File: src/rtl/frac_baud_pkg.sv
package frac_baud_pkg;

   // Selects which field a write lands in
   typedef enum logic {
      SEL_COUNT = 1'b0,
      SEL_CORR  = 1'b1
   } reg_sel_e;

   // Operating mode of the generator
   typedef enum logic {
      MODE_UART = 1'b0,
      MODE_IR   = 1'b1
   } gen_mode_e;

endpackage

File: src/rtl/frac_baud_cfg.sv
module frac_baud_cfg
   import frac_baud_pkg::*;
#(
   parameter int DATA_W   = 16,
   parameter int CNT_W    = 8,
   parameter int FRAC_W   = 4,
   parameter int CORR_LSB = 4
) (
   input  logic              clk,
   input  logic              rst_n,
   input  logic              wr_en,
   input  logic              wr_sel,
   input  logic [DATA_W-1:0] wr_data,
   output logic [CNT_W-1:0]  count_q,
   output logic [FRAC_W-1:0] corr_q
);

   logic unused_wr_bits;
   assign unused_wr_bits = ^wr_data;

   always_ff @(posedge clk) begin
      if (!rst_n) begin
         count_q <= '0;
         corr_q  <= '0;
      end else if (wr_en) begin
         if (reg_sel_e'(wr_sel) == SEL_COUNT)
            count_q <= wr_data[CNT_W-1:0];
         else
            corr_q  <= wr_data[CORR_LSB +: FRAC_W];
      end
   end

endmodule

File: src/rtl/frac_baud_acc.sv
module frac_baud_acc #(
   parameter int FRAC_W    = 4,
   parameter bit DITHER_EN = 1'b1
) (
   input  logic              clk,
   input  logic              rst_n,
   input  logic              clear,
   input  logic              step,
   input  logic [FRAC_W-1:0] corr,
   output logic              carry_next
);

   generate
      if (DITHER_EN) begin : g_accum
         logic [FRAC_W-1:0] acc_q;
         logic [FRAC_W:0]   sum;

         assign sum        = {1'b0, acc_q} + {1'b0, corr};
         assign carry_next = sum[FRAC_W];

         always_ff @(posedge clk) begin
            if (!rst_n || clear)
               acc_q <= '0;
            else if (step)
               acc_q <= sum[FRAC_W-1:0];
         end
      end else begin : g_plain
         logic unused_acc_in;
         assign unused_acc_in = ^{clk, rst_n, clear, step, corr};
         assign carry_next    = 1'b0;
      end
   endgenerate

endmodule

File: src/rtl/frac_baud_div.sv
module frac_baud_div #(
   parameter int CNT_W    = 8,
   parameter int OVS_LOG2 = 4
) (
   input  logic             clk,
   input  logic             rst_n,
   input  logic             clear,
   input  logic             run,
   input  logic [CNT_W-1:0] lim_base,
   input  logic             stretch,
   output logic             tick,
   output logic             last_sub,
   output logic             bit_stb
);

   localparam int LIM_W = CNT_W + 1;

   logic [LIM_W-1:0]    div_q;
   logic [LIM_W-1:0]    lim;
   logic [OVS_LOG2-1:0] sub_q;

   assign lim      = {1'b0, lim_base} + LIM_W'(stretch);
   assign tick     = run && (div_q == lim);
   assign last_sub = &sub_q;
   assign bit_stb  = tick && last_sub;

   always_ff @(posedge clk) begin
      if (!rst_n || clear || !run) begin
         div_q <= '0;
         sub_q <= '0;
      end else if (tick) begin
         div_q <= '0;
         sub_q <= sub_q + 1'b1;
      end else begin
         div_q <= div_q + 1'b1;
      end
   end

endmodule

File: src/rtl/frac_baud_gen.sv
module frac_baud_gen
   import frac_baud_pkg::*;
#(
   parameter int DATA_W    = 16,
   parameter int CNT_W     = 8,
   parameter int FRAC_W    = 4,
   parameter int CORR_LSB  = 4,
   parameter int OVS_LOG2  = 4,
   parameter bit DITHER_EN = 1'b1
) (
   input  logic              clk,
   input  logic              rst_n,
   input  logic              en,
   input  logic              ir_mode,
   input  logic              wr_en,
   input  logic              wr_sel,
   input  logic [DATA_W-1:0] wr_data,
   output logic              tick,
   output logic              bit_stb,
   output logic              cfg_err
);

   generate
      if (CNT_W < 1 || CNT_W > DATA_W) begin : g_bad_cnt
         $error("CNT_W must lie between 1 and DATA_W");
      end
      if (FRAC_W < 1 || CORR_LSB + FRAC_W > DATA_W) begin : g_bad_frac
         $error("correction field must fit inside DATA_W");
      end
      if (OVS_LOG2 < 1) begin : g_bad_ovs
         $error("OVS_LOG2 must be at least 1");
      end
   endgenerate

   logic [CNT_W-1:0]  count_q;
   logic [FRAC_W-1:0] corr_q;
   logic              run;
   logic              apply_frac;
   logic              carry_next;
   logic              last_sub;
   logic              stretch;

   frac_baud_cfg #(
      .DATA_W  (DATA_W),
      .CNT_W   (CNT_W),
      .FRAC_W  (FRAC_W),
      .CORR_LSB(CORR_LSB)
   ) u_cfg (
      .clk    (clk),
      .rst_n  (rst_n),
      .wr_en  (wr_en),
      .wr_sel (wr_sel),
      .wr_data(wr_data),
      .count_q(count_q),
      .corr_q (corr_q)
   );

   // Infrared mode cannot run with a zero count
   assign cfg_err = (gen_mode_e'(ir_mode) == MODE_IR) && (count_q == '0);
   assign run     = en && !cfg_err;

   // The fraction is applied per tick in infrared mode, per bit in UART mode
   assign apply_frac = (gen_mode_e'(ir_mode) == MODE_IR) || last_sub;
   assign stretch    = carry_next && apply_frac;

   frac_baud_acc #(
      .FRAC_W   (FRAC_W),
      .DITHER_EN(DITHER_EN)
   ) u_acc (
      .clk       (clk),
      .rst_n     (rst_n),
      .clear     (wr_en || !run),
      .step      (tick && apply_frac),
      .corr      (corr_q),
      .carry_next(carry_next)
   );

   frac_baud_div #(
      .CNT_W   (CNT_W),
      .OVS_LOG2(OVS_LOG2)
   ) u_div (
      .clk     (clk),
      .rst_n   (rst_n),
      .clear   (wr_en),
      .run     (run),
      .lim_base(count_q),
      .stretch (stretch),
      .tick    (tick),
      .last_sub(last_sub),
      .bit_stb (bit_stb)
   );

endmodule

File: config.mk
export PLATFORM = sky130hd
export DESIGN_NAME = frac_baud_gen
export DESIGN_NICKNAME = d
export VERILOG_FILES = /design/src/rtl/frac_baud_pkg.sv /design/src/rtl/frac_baud_cfg.sv /design/src/rtl/frac_baud_acc.sv /design/src/rtl/frac_baud_div.sv /design/src/rtl/frac_baud_gen.sv
export SDC_FILE = /design/constraint.sdc
export NUM_CORES = 1
export LEC_CHECK = 0
export ABC_AREA = 1
export BUFFER_PORTS_ARGS = -buffer_cell sky130_fd_sc_hd__buf_2
export CAP_MARGIN = 10
export CORE_ASPECT_RATIO = 1.4
export CORE_MARGIN = 2
export CORE_UTILIZATION = 40
export CTS_BUF_LIST = sky130_fd_sc_hd__clkbuf_8
export CTS_CLUSTER_SIZE = 10
export DETAILED_ROUTE_END_ITERATION = 7
export PLACE_DENSITY = 0.63
export REMOVE_ABC_BUFFERS = 1
export SYNTH_ARGS = -nofsm -noshare
export SYNTH_HDL_FRONTEND = slang
export SYNTH_SLANG_ARGS = --single-unit
File: constraint.sdc
create_clock -name clk -period 3.65 [get_ports clk]
set_input_delay 0.5475 -clock clk [delete_from_list [all_inputs] [get_ports clk]]
set_output_delay 0.5475 -clock clk [all_outputs]
set_load 0.02 [all_outputs]
# Word-level counts from Yosys, hierarchy flattened
# Cells that the tools add are included.
# classes
bitwise	1
reduce_logical	19
eq_ne	1
add_sub_neg	4
# op_table
operator	count
adder 8 x 1 -> 9 bit	1
adder 9 x 1 -> 9 bit (second input constant)	1
== test 9 bit	1
zero test 8 bit	1
logical AND 1 bit	6
adder 4 x 4 -> 5 bit	1
logical OR 1 bit	5
adder 4 x 1 -> 4 bit (second input constant)	1
AND reduction 2 bit	2
AND reduction 4 bit	1
zero test 1 bit	3
OR reduction 2 bit	1
inverter 1 bit	1
# totals
output_inout_bits	3
input_bits	22
reg_bits	29
word_cells	30

# Longest topological paths before layout
# Gate-level depths: netlist of run 1.
# logic_depth
word_depth	7
ltp_mapped	19
depth_no_buf	19

# Cells and area by module
# From an unflattened synthesis of run 1, not the netlist that was laid out.
# hier_totals
cells_unflattened	284
hier_area_um2	1850.5
# modules_own_cells
mod	seq_area_each_um2	n_inst	area_each_um2	cells_each
frac_baud_div	260.2	1	980.9	153
frac_baud_cfg	240.2	1	483.0	70
frac_baud_acc	80.1	1	300.3	43
frac_baud_gen	0.0	1	86.3	18

# Worst setup path after synthesis of run 1
# Ideal clock, no wire load.
# synth_timing
path_kind	register -> output
from	reg u_cfg.corr_q[0]
to	out bit_stb
t_required_ns	3.102
path_stages_with_launch	17
path_buffers	0
slack_ns	0.352
arrival_ns	2.750
path_cell_list	dfxtp_1 > ha_1 > inv_1 > fa_1 > o21ai_0 > a21oi_1 > a21oi_1 > ha_1 > ha_1 > nand2_1 > nor2_1 > nand3_1 > nand2_1 > nand3_1 > nor2_4 > nand2_4 > nor2_1
# synth_via
elab_chain_len	6
# synth_lines
item	line	source
from (decl)	frac_baud_cfg.sv:15	output logic [FRAC_W-1:0] corr_q
from (signal assigned)	frac_baud_cfg.sv:29	corr_q <= wr_data[CORR_LSB +: FRAC_W];
adder 4 x 4 -> 5 bit	frac_baud_acc.sv:18	assign sum = {1'b0, acc_q} + {1'b0, corr};
logical AND 1 bit	frac_baud_gen.sv:64	assign stretch = carry_next && apply_frac;
adder 8 x 1 -> 9 bit	frac_baud_div.sv:22	assign lim = {1'b0, lim_base} + LIM_W'(stretch);
== test 9 bit	frac_baud_div.sv:23	assign tick = run && (div_q == lim);
logical AND 1 bit	frac_baud_div.sv:23	
logical AND 1 bit	frac_baud_div.sv:25	assign bit_stb = tick && last_sub;
to (decl)	frac_baud_gen.sv:19	output logic bit_stb,
# No other way between the ends.

# Worst setup path after layout of run 1
# Same ends and word-level chain as after synthesis.

==> metrics.md, run 1 <==
| Metric | Value |
|---|---|
| Status | `finished clean` |
| Largest net degree at the start of global routing | `14` |
| Core Area | `0.004204 sq mm` |
| Root Buffer | `clkbuf_8` |
| Chip height | `81.88 microns` |
| # H-tree levels | `2` |
| Critical path depth | `18` |
| Leak | `0.8882 nW` |
| Most common cell in the synthesized netlist | `nand2_1` |
| Count of cell types in the netlist | `24` |
| Crit Path Category | `reg -> out` |
| Largest area contributor in the synthesized netlist | `dfxtp_1` |
| Peak supply drop | `~0.2 mV` |
| Drt wl/cell | `11.23 microns` |
| Mapped Cells | `262` |
| Synth top area share | `33.50%` |
| Detail Placement HPWL | `2862 microns` |
| Worst-path fanout max | `5` |
| Critical path buffers and inverters | `4` |
| Worst Reg-to-Reg Cells | `19` |
| Post-synth EDFFs | `0` |
| Max clock buf depth | `2` |
| FF-to-FF setup slack | `roughly 0.7 ns` |
| CTS Buf Count | `5` |
| DRC viols | `0` |
| Initial antenna violation count | `0` |
| Synth Flop Type | `dfxtp_1` |
| Via count | `1639` |
| Share of layout cells above drive strength 1 | `19.79%` |
| Die width | `59.63 microns` |
| Insertion delay to the later sink of the worst-skew pair | `between 0.2 and 0.3 ns` |
| First-pass GRT wire length | `~6600 microns` |
| CP endpoint kind | `primary output` |
| 1st-iter DRT viols | `80` |
| Worst Hold Path Cells | `3` |
| Total GRT Usage | `a little under a fifth` |
| Max Fclk | `287.0 MHz` |
| Reg2Reg Launch Point | `u_cfg.corr_q[0]` |
| Setup tns final | `0 ns` |
| Nets@finish | `318` |
| Syn_area_per_cell | `6.614 sq um` |
| Drt first pass iters | `4` |
| Worst clock skew | `0.004185 ns` |
| Initial Util | `41.22%` |
| Synthesis-to-finish area growth | `17.54%` |
| MaxCap Viol Count | `0` |
| HP Class | `in -> reg` |
| Period minus WS final | `3.484 ns` |
| Mapped Area | `0.001733 sq mm` |
| Clock transition at the registers of the reported paths | `0.06 ns` |
| Hold WS | `0.4894 ns` |
| Number of antenna repair diodes | `0` |
| Slew margin rel. | `74.53%` |
| Via density | `4.922` |
| Total grt overflow | `0` |
| Max-slew violation count | `0` |
| # setup viols final | `0` |
| Max stage delay on crit path | `0.37 ns` |
| Hold Path End | `u_cfg.count_q[1]` |
| Crit path max-delay cell type | `fa_2` |
| Number of global-route vias before repair | `1561` |
| Final worst path period share | `a little over nine tenths` |
| Detail Route Antenna Nets | `0` |
| CP arrival | `roughly 3 ns` |
| Crit start category | `flop` |
| Worst r2r dst | `u_div.div_q[2]` |
| Post-synth top cells | `nand2_1, inv_1, nor2_1, dfxtp_1, nand3_1` |
| Fin. Hold Viols | `0` |
| Seq/Total Area, Yosys | `33.50%` |
| Critical Path Most Common Cell | `nand2_1` |
| Row count | `28` |
| Port bufs | `16` |
| PwrDens | `336.9 mW/mm^2` |
| CTS Sinks | `29` |
| Number of synthesis warnings | `0` |
| Post-synthesis async set-or-reset flop share | `0%` |
| Placer Congestion | `0.8471` |
| Die ar. | `0.004883 sq mm` |
| CP Cell Sequence | `ha_2, inv_1, fa_2, o21ai_2, a21oi_1, a21oi_2, ha_2, buf_4, buf_4, nand3_2, nand2_2, nand2_1, nand2_1, nand2_1, nor3_4, nand2_4, nor2_2, buf_6` |
| Seq cells post-synth | `29` |
| Detailed Route WL | `about 3700 microns` |
| Crit-path leading delay family | `simple AND/OR/NAND/NOR gates` |
| Tightest Pin Transition | `0.3791 ns` |
| CP required | `approximately 3.1 ns` |
| Worst hold path startpoint | `wr_data[1]` |
| I/O Pins | `25` |
| Clock tree from TritonCTS | `yes` |
| Dominant cells by area after synthesis | `dfxtp_1, nand2_1, inv_1` |
-- repair_timing --
item	in CTS	in global routing
setup endpoints to repair	2	2
resized for setup	6	14
pin swaps	2	5
buffers inserted	1	3
hold buffers	0	0
-- state kept, by name (all words and copies together) (netlist names) --
name and count:
u_cfg.corr_q 4, u_div.sub_q 4, u_acc.g_accum.acc_q 4, u_div.div_q 9, u_cfg.count_q 8
-- worst max path at each step --
stage,end,from
5_1_grt,bit_stb,u_cfg.corr_q[0]
2_1_floorplan,bit_stb,u_cfg.corr_q[0]
4_1_cts,bit_stb,u_acc.g_accum.acc_q[0]
3_5_place_dp,bit_stb,u_acc.g_accum.acc_q[0]
6_report,bit_stb,u_cfg.corr_q[0]
3_3_place_gp,bit_stb,u_acc.g_accum.acc_q[0]
-- per-layer routing --
layer  global-route usage, %  routed length (microns)
met1                   18.68                     1600
met2                   32.75                     1954
met3                   4.882                      109
met4                   8.667                       73
met5                       0                        0
-- per-stage QoR --
stage	setup WS (ns)	instances	area [sq um]	power [mW]	utilization (%)
CTS	0.01533	330	1967	0.6885	46.79
detailed placement	0.1018	321	1866	0.4428	44.38
global placement	0.1347	321	1866	0.4414	44.38
finish	0.1656	333	2037	0.6861	48.45
global route	-0.009357	333	2037	0.7311	48.45
floorplan	0.3423	258	1714	0.4108	-
-- cells by family (layout without fill, tap and decap cells) --
logic type               after synthesis  in the layout  share of synthesized area [%]
flip-flops                            29             29                          33.50
AO/OA/AOI/OAI                         33             33                          9.531
buffers and inverters                 48             74                          10.61
AND/OR/NAND/NOR                      134            134                          34.87
XOR/XNOR                               9              9                          4.548
adder cells (fa/ha/maj)                9              9                          6.932
-- cells in the final DEF, fill, tap and decap left out --
cell type / count
dfxtp_1: 27
buf_4: 7
xor2_1: 5
nor3_1: 3
ha_2: 2
buf_6: 1
nand2_1: 55
inv_1: 42
clkbuf_8: 5
xnor2_1: 4
nand3_1: 16
or2_2: 1
dfxtp_2: 2
nor2_2: 5
nand2_4: 1
a21oi_2: 1
nand4_1: 9
ha_4: 1
nor2_1: 34
o21ai_2: 1
fa_2: 1
nor2_4: 1
o21ai_1: 3
nor3_4: 1
buf_2: 14
nand2_2: 4
inv_2: 5
a21oi_1: 13
nand3_2: 4
o21ai_0: 15
ha_1: 5
-- cell type report --
class,instances,area (sq um)
clock buffers,5,68.82
repair buffers,22,133.9
well taps,45,56.30
inverters,44,165.2
clock inverters,3,11.26
flip-flops and latches,29,583.1
fillers,454,2167
multi-input cells,185,1018
-- power by group --
group	switching [mW]	total [mW]	internal (mW)
logic	0.0614	0.101	0.0401
registers	0.0133	0.340	0.327
clock network	0.118	0.244	0.127
total	0.192	0.686	0.494
-- worst min-delay path: cells and delay by family --
family | cells | cell delay [ns]
buffers and inverters | 1 | 0.08
and+or+nand+nor | 2 | 0.11
No activity file was read; power rests on OpenSTA's default activity.
==> run 2: changes to the inputs <==
Settings changed: BUFFER_PORTS_ARGS -buffer_cell sky130_fd_sc_hd__buf_2 to not set, DONT_BUFFER_PORTS set to 1, PLACE_DENSITY 0.63 to 0.58, RECOVER_POWER set to 50.
Clock period 3.65 ns to 3.7 ns, I/O delays scaled along.
==> run 2 against run 1 <==
  * Setup slack improved by 0.025 ns
  * Clock skew is 0.0027 ns higher
  * Die area stayed put
  * Combinational power decreased by 15%
  * Largest cell class unchanged
==> metrics.md, run 2 (same netlist as run 1, synthesis figures left out) <==
| Metric | Value |
|---|---|
| Total grt overflow | `0 (unchanged)` |
| Drt first pass iters | `4 (unchanged)` |
| Most frequent cells in the layout | `nand2_1, inv_1, nor2_1, dfxtp_1, nand3_1` |
| Core Area | `0.004204 sq mm (unchanged)` |
| CP endpoint kind | `primary output` |
| Chip height | `81.88 microns (unchanged)` |
| Detail Placement HPWL | `2786 microns (-2.7%)` |
| Max clock buf depth | `2 (unchanged)` |
| Hold WS | `0.4092 ns (-0.08022 ns)` |
| DRC viols | `0 (unchanged)` |
| First-pass GRT wire length | `6237 microns (-5.1%)` |
| Port bufs | `0 (-16)` |
| PwrDens | `349.9 mW/mm^2 (+3.9%)` |
| Logic gate share of total power | `12.8% (-2.0 points)` |
| Total GRT Usage | `17.06% (-0.97 points)` |
| Worst Hold Path Cells | `2 (-1)` |
| # setup viols final | `0 (unchanged)` |
| Crit start category | `flop` |
| Setup tns final | `0 ns (unchanged)` |
| Detail Route Antenna Nets | `0 (unchanged)` |
| Clock tree from TritonCTS | `yes` |
| Clk network pwr share | `37.0% (+1.4 points)` |
| Leak | `0.8078 nW (-9.1%)` |
| Switching Share | `27.97% (-0.055 points)` |
| # H-tree levels | `2 (unchanged)` |
| CP required | `3.14 ns (+0.04 ns)` |
| Tightest Pin Transition | `0.3814 ns (+0.002369 ns)` |
| Synthesis-to-finish area growth | `10.18%` |
| CP Cell Sequence | `ha_1, inv_1, fa_2, o21ai_2, a21oi_1, a21oi_2, ha_2, ha_2, nand2_2, nor2_2, nand3_1, nand2_1, nand3_2, nor2_4, nand2_4, nor2_1, buf_4` |
| Worst Reg-to-Reg Cells | `19 (unchanged)` |
| Largest net degree at the start of global routing | `14 (unchanged)` |
| Commonest non-fill, non-tap cell in the layout | `nand2_1` |
| Worst-path fanout max | `7 (+2)` |
| Root Buffer | `clkbuf_8` |
| Nets@finish | `300 (-5.7%)` |
| I/O Pins | `25 (unchanged)` |
| 1st-iter DRT viols | `66 (-18%)` |
| Fin. Hold Viols | `0 (unchanged)` |
| Seq pwr share | `50.2% (+0.6 points)` |
| Critical Path Most Common Cell | `ha_2` |
| Via density | `4.911 (-0.22%)` |
| Die ar. | `0.004883 sq mm (unchanged)` |
| Insertion delay to the later sink of the worst-skew pair | `0.28 ns (about the same)` |
| Number of antenna repair diodes | `0 (unchanged)` |
| Largest regs | `u_div.div_q: 9 flops, u_cfg.count_q: 8 flops` |
| Period minus WS final | `3.509 ns` |
| Max-slew violation count | `0 (unchanged)` |
| RSZ-0062 raised after global routing | `no` |
| Slew margin rel. | `74.38% (-0.16 points)` |
| Final worst path period share | `94.84%` |
| Clock transition at the registers of the reported paths | `0.06 ns (about the same)` |
| MaxCap Viol Count | `0 (unchanged)` |
| Via count | `1547 (-5.6%)` |
| Max FFs per register | `9 (unchanged)` |
| Detailed Route WL | `3525 microns (-5.7%)` |
| Post-CTS Hold Buffers | `0 (unchanged)` |
| Initial Util | `41.22% (unchanged)` |
| Share of layout cells above drive strength 1 | `12.59% (-7.2 points)` |
| Top reg by flops | `u_div.div_q` |
| Crit path max-delay cell type | `fa_2` |
| Row count | `28 (unchanged)` |
| P_int | `0.4812 mW (-2.6%)` |
| Number of global-route vias before repair | `1460 (-6.5%)` |
| Placer Congestion | `0.7666 (-9.5%)` |
| NetSw | `0.1868 mW (-2.8%)` |
| Drt wl/cell | `11.19 microns (-0.31%)` |
| Max stage delay on crit path | `0.36 ns (about the same)` |
| Status | `finished clean` |
| Die width | `59.63 microns (unchanged)` |
| Max Fclk | `between 200 and 300 MHz` |
| CP arrival | `2.95 ns (about the same)` |
| CTS Buf Count | `5 (unchanged)` |
| Initial antenna violation count | `0 (unchanged)` |
| CTS Sinks | `29 (unchanged)` |
| HP Class | `in -> reg` |
| Crit Path Category | `reg -> out` |
| Peak supply drop | `0.2279 mV (+16%)` |
| Worst clock skew | `0.006880 ns (+0.002695 ns)` |
run 2: layout make-up:
type                    instances  area (sq um)
fillers                       459          2295
multi-input cells             185         993.5
flip-flops and latches         29         581.8
inverters                      44         165.2
clock buffers                   5         68.82
well taps                      45         56.30
repair buffers                  4         30.03
clock inverters                 3         13.76
run 2: repair_timing:
item | in CTS | in global routing
resized for setup | 5 | 6
endpoints found under the setup margin | 2 | 2
endpoints found under the hold margin | 0 | 0
pin swaps | 2 | 2
setup buffers | 1 | 0
run 2: path summary, 6_finish.rpt:
| check | slack (ns) | startpoint | end |
|---|---|---|---|
| worst max-delay path | 0.19 | u_cfg.corr_q[0] | bit_stb |
| worst min-delay path | 0.41 | rst_n | u_cfg.count_q[0] |
| worst max register to register | 0.81 | u_cfg.corr_q[0] | u_acc.g_accum.acc_q[3] |
| worst min register to register | 0.49 | u_div.sub_q[3] | u_div.sub_q[3] |
run 2: power by group through the flow:
stage	registers, mW	clock network [mW]	logic, mW
after global placement	0.342	0	0.0844
after detailed placement	0.342	0	0.0848
after global routing	0.337	0.275	0.0988
after floorplan	0.338	0	0.0670
final	0.335	0.247	0.0856
after CTS	0.335	0.257	0.0856
run 2: critical path: cells and delay by family (launching register included):
family | cells | cell delay (ns)
compound gates | 3 | 0.38
fa+ha+maj | 4 | 0.94
buf+inv | 2 | 0.20
flops | 1 | 0.33
simple gates | 8 | 0.83
run 2: layer usage:
layer | global-route usage, % | routed length [microns] | up-vias
met2 | 29.56 | 1740 | 14
met4 | 8.000 | 78 | 0
met1 | 19.04 | 1574 | 688
li1 | - | - | 838
met5 | 0 | 0 | -
met3 | 4.567 | 131 | 7
run 2: stage by stage:
step | cells | power (mW) | util, % | area [sq um] | worst slack (ns)
2_1_floorplan | 258 | 0.4052 | - | 1714 | 0.3848
3_3_place_gp | 306 | 0.4263 | 42.65 | 1793 | 0.1178
3_5_place_dp | 306 | 0.4268 | 42.65 | 1793 | 0.1147
4_1_cts | 315 | 0.6772 | 45.06 | 1894 | 0.02341
5_1_grt | 315 | 0.7103 | 45.42 | 1909 | 0.003857
6_report | 315 | 0.6680 | 45.42 | 1909 | 0.1910
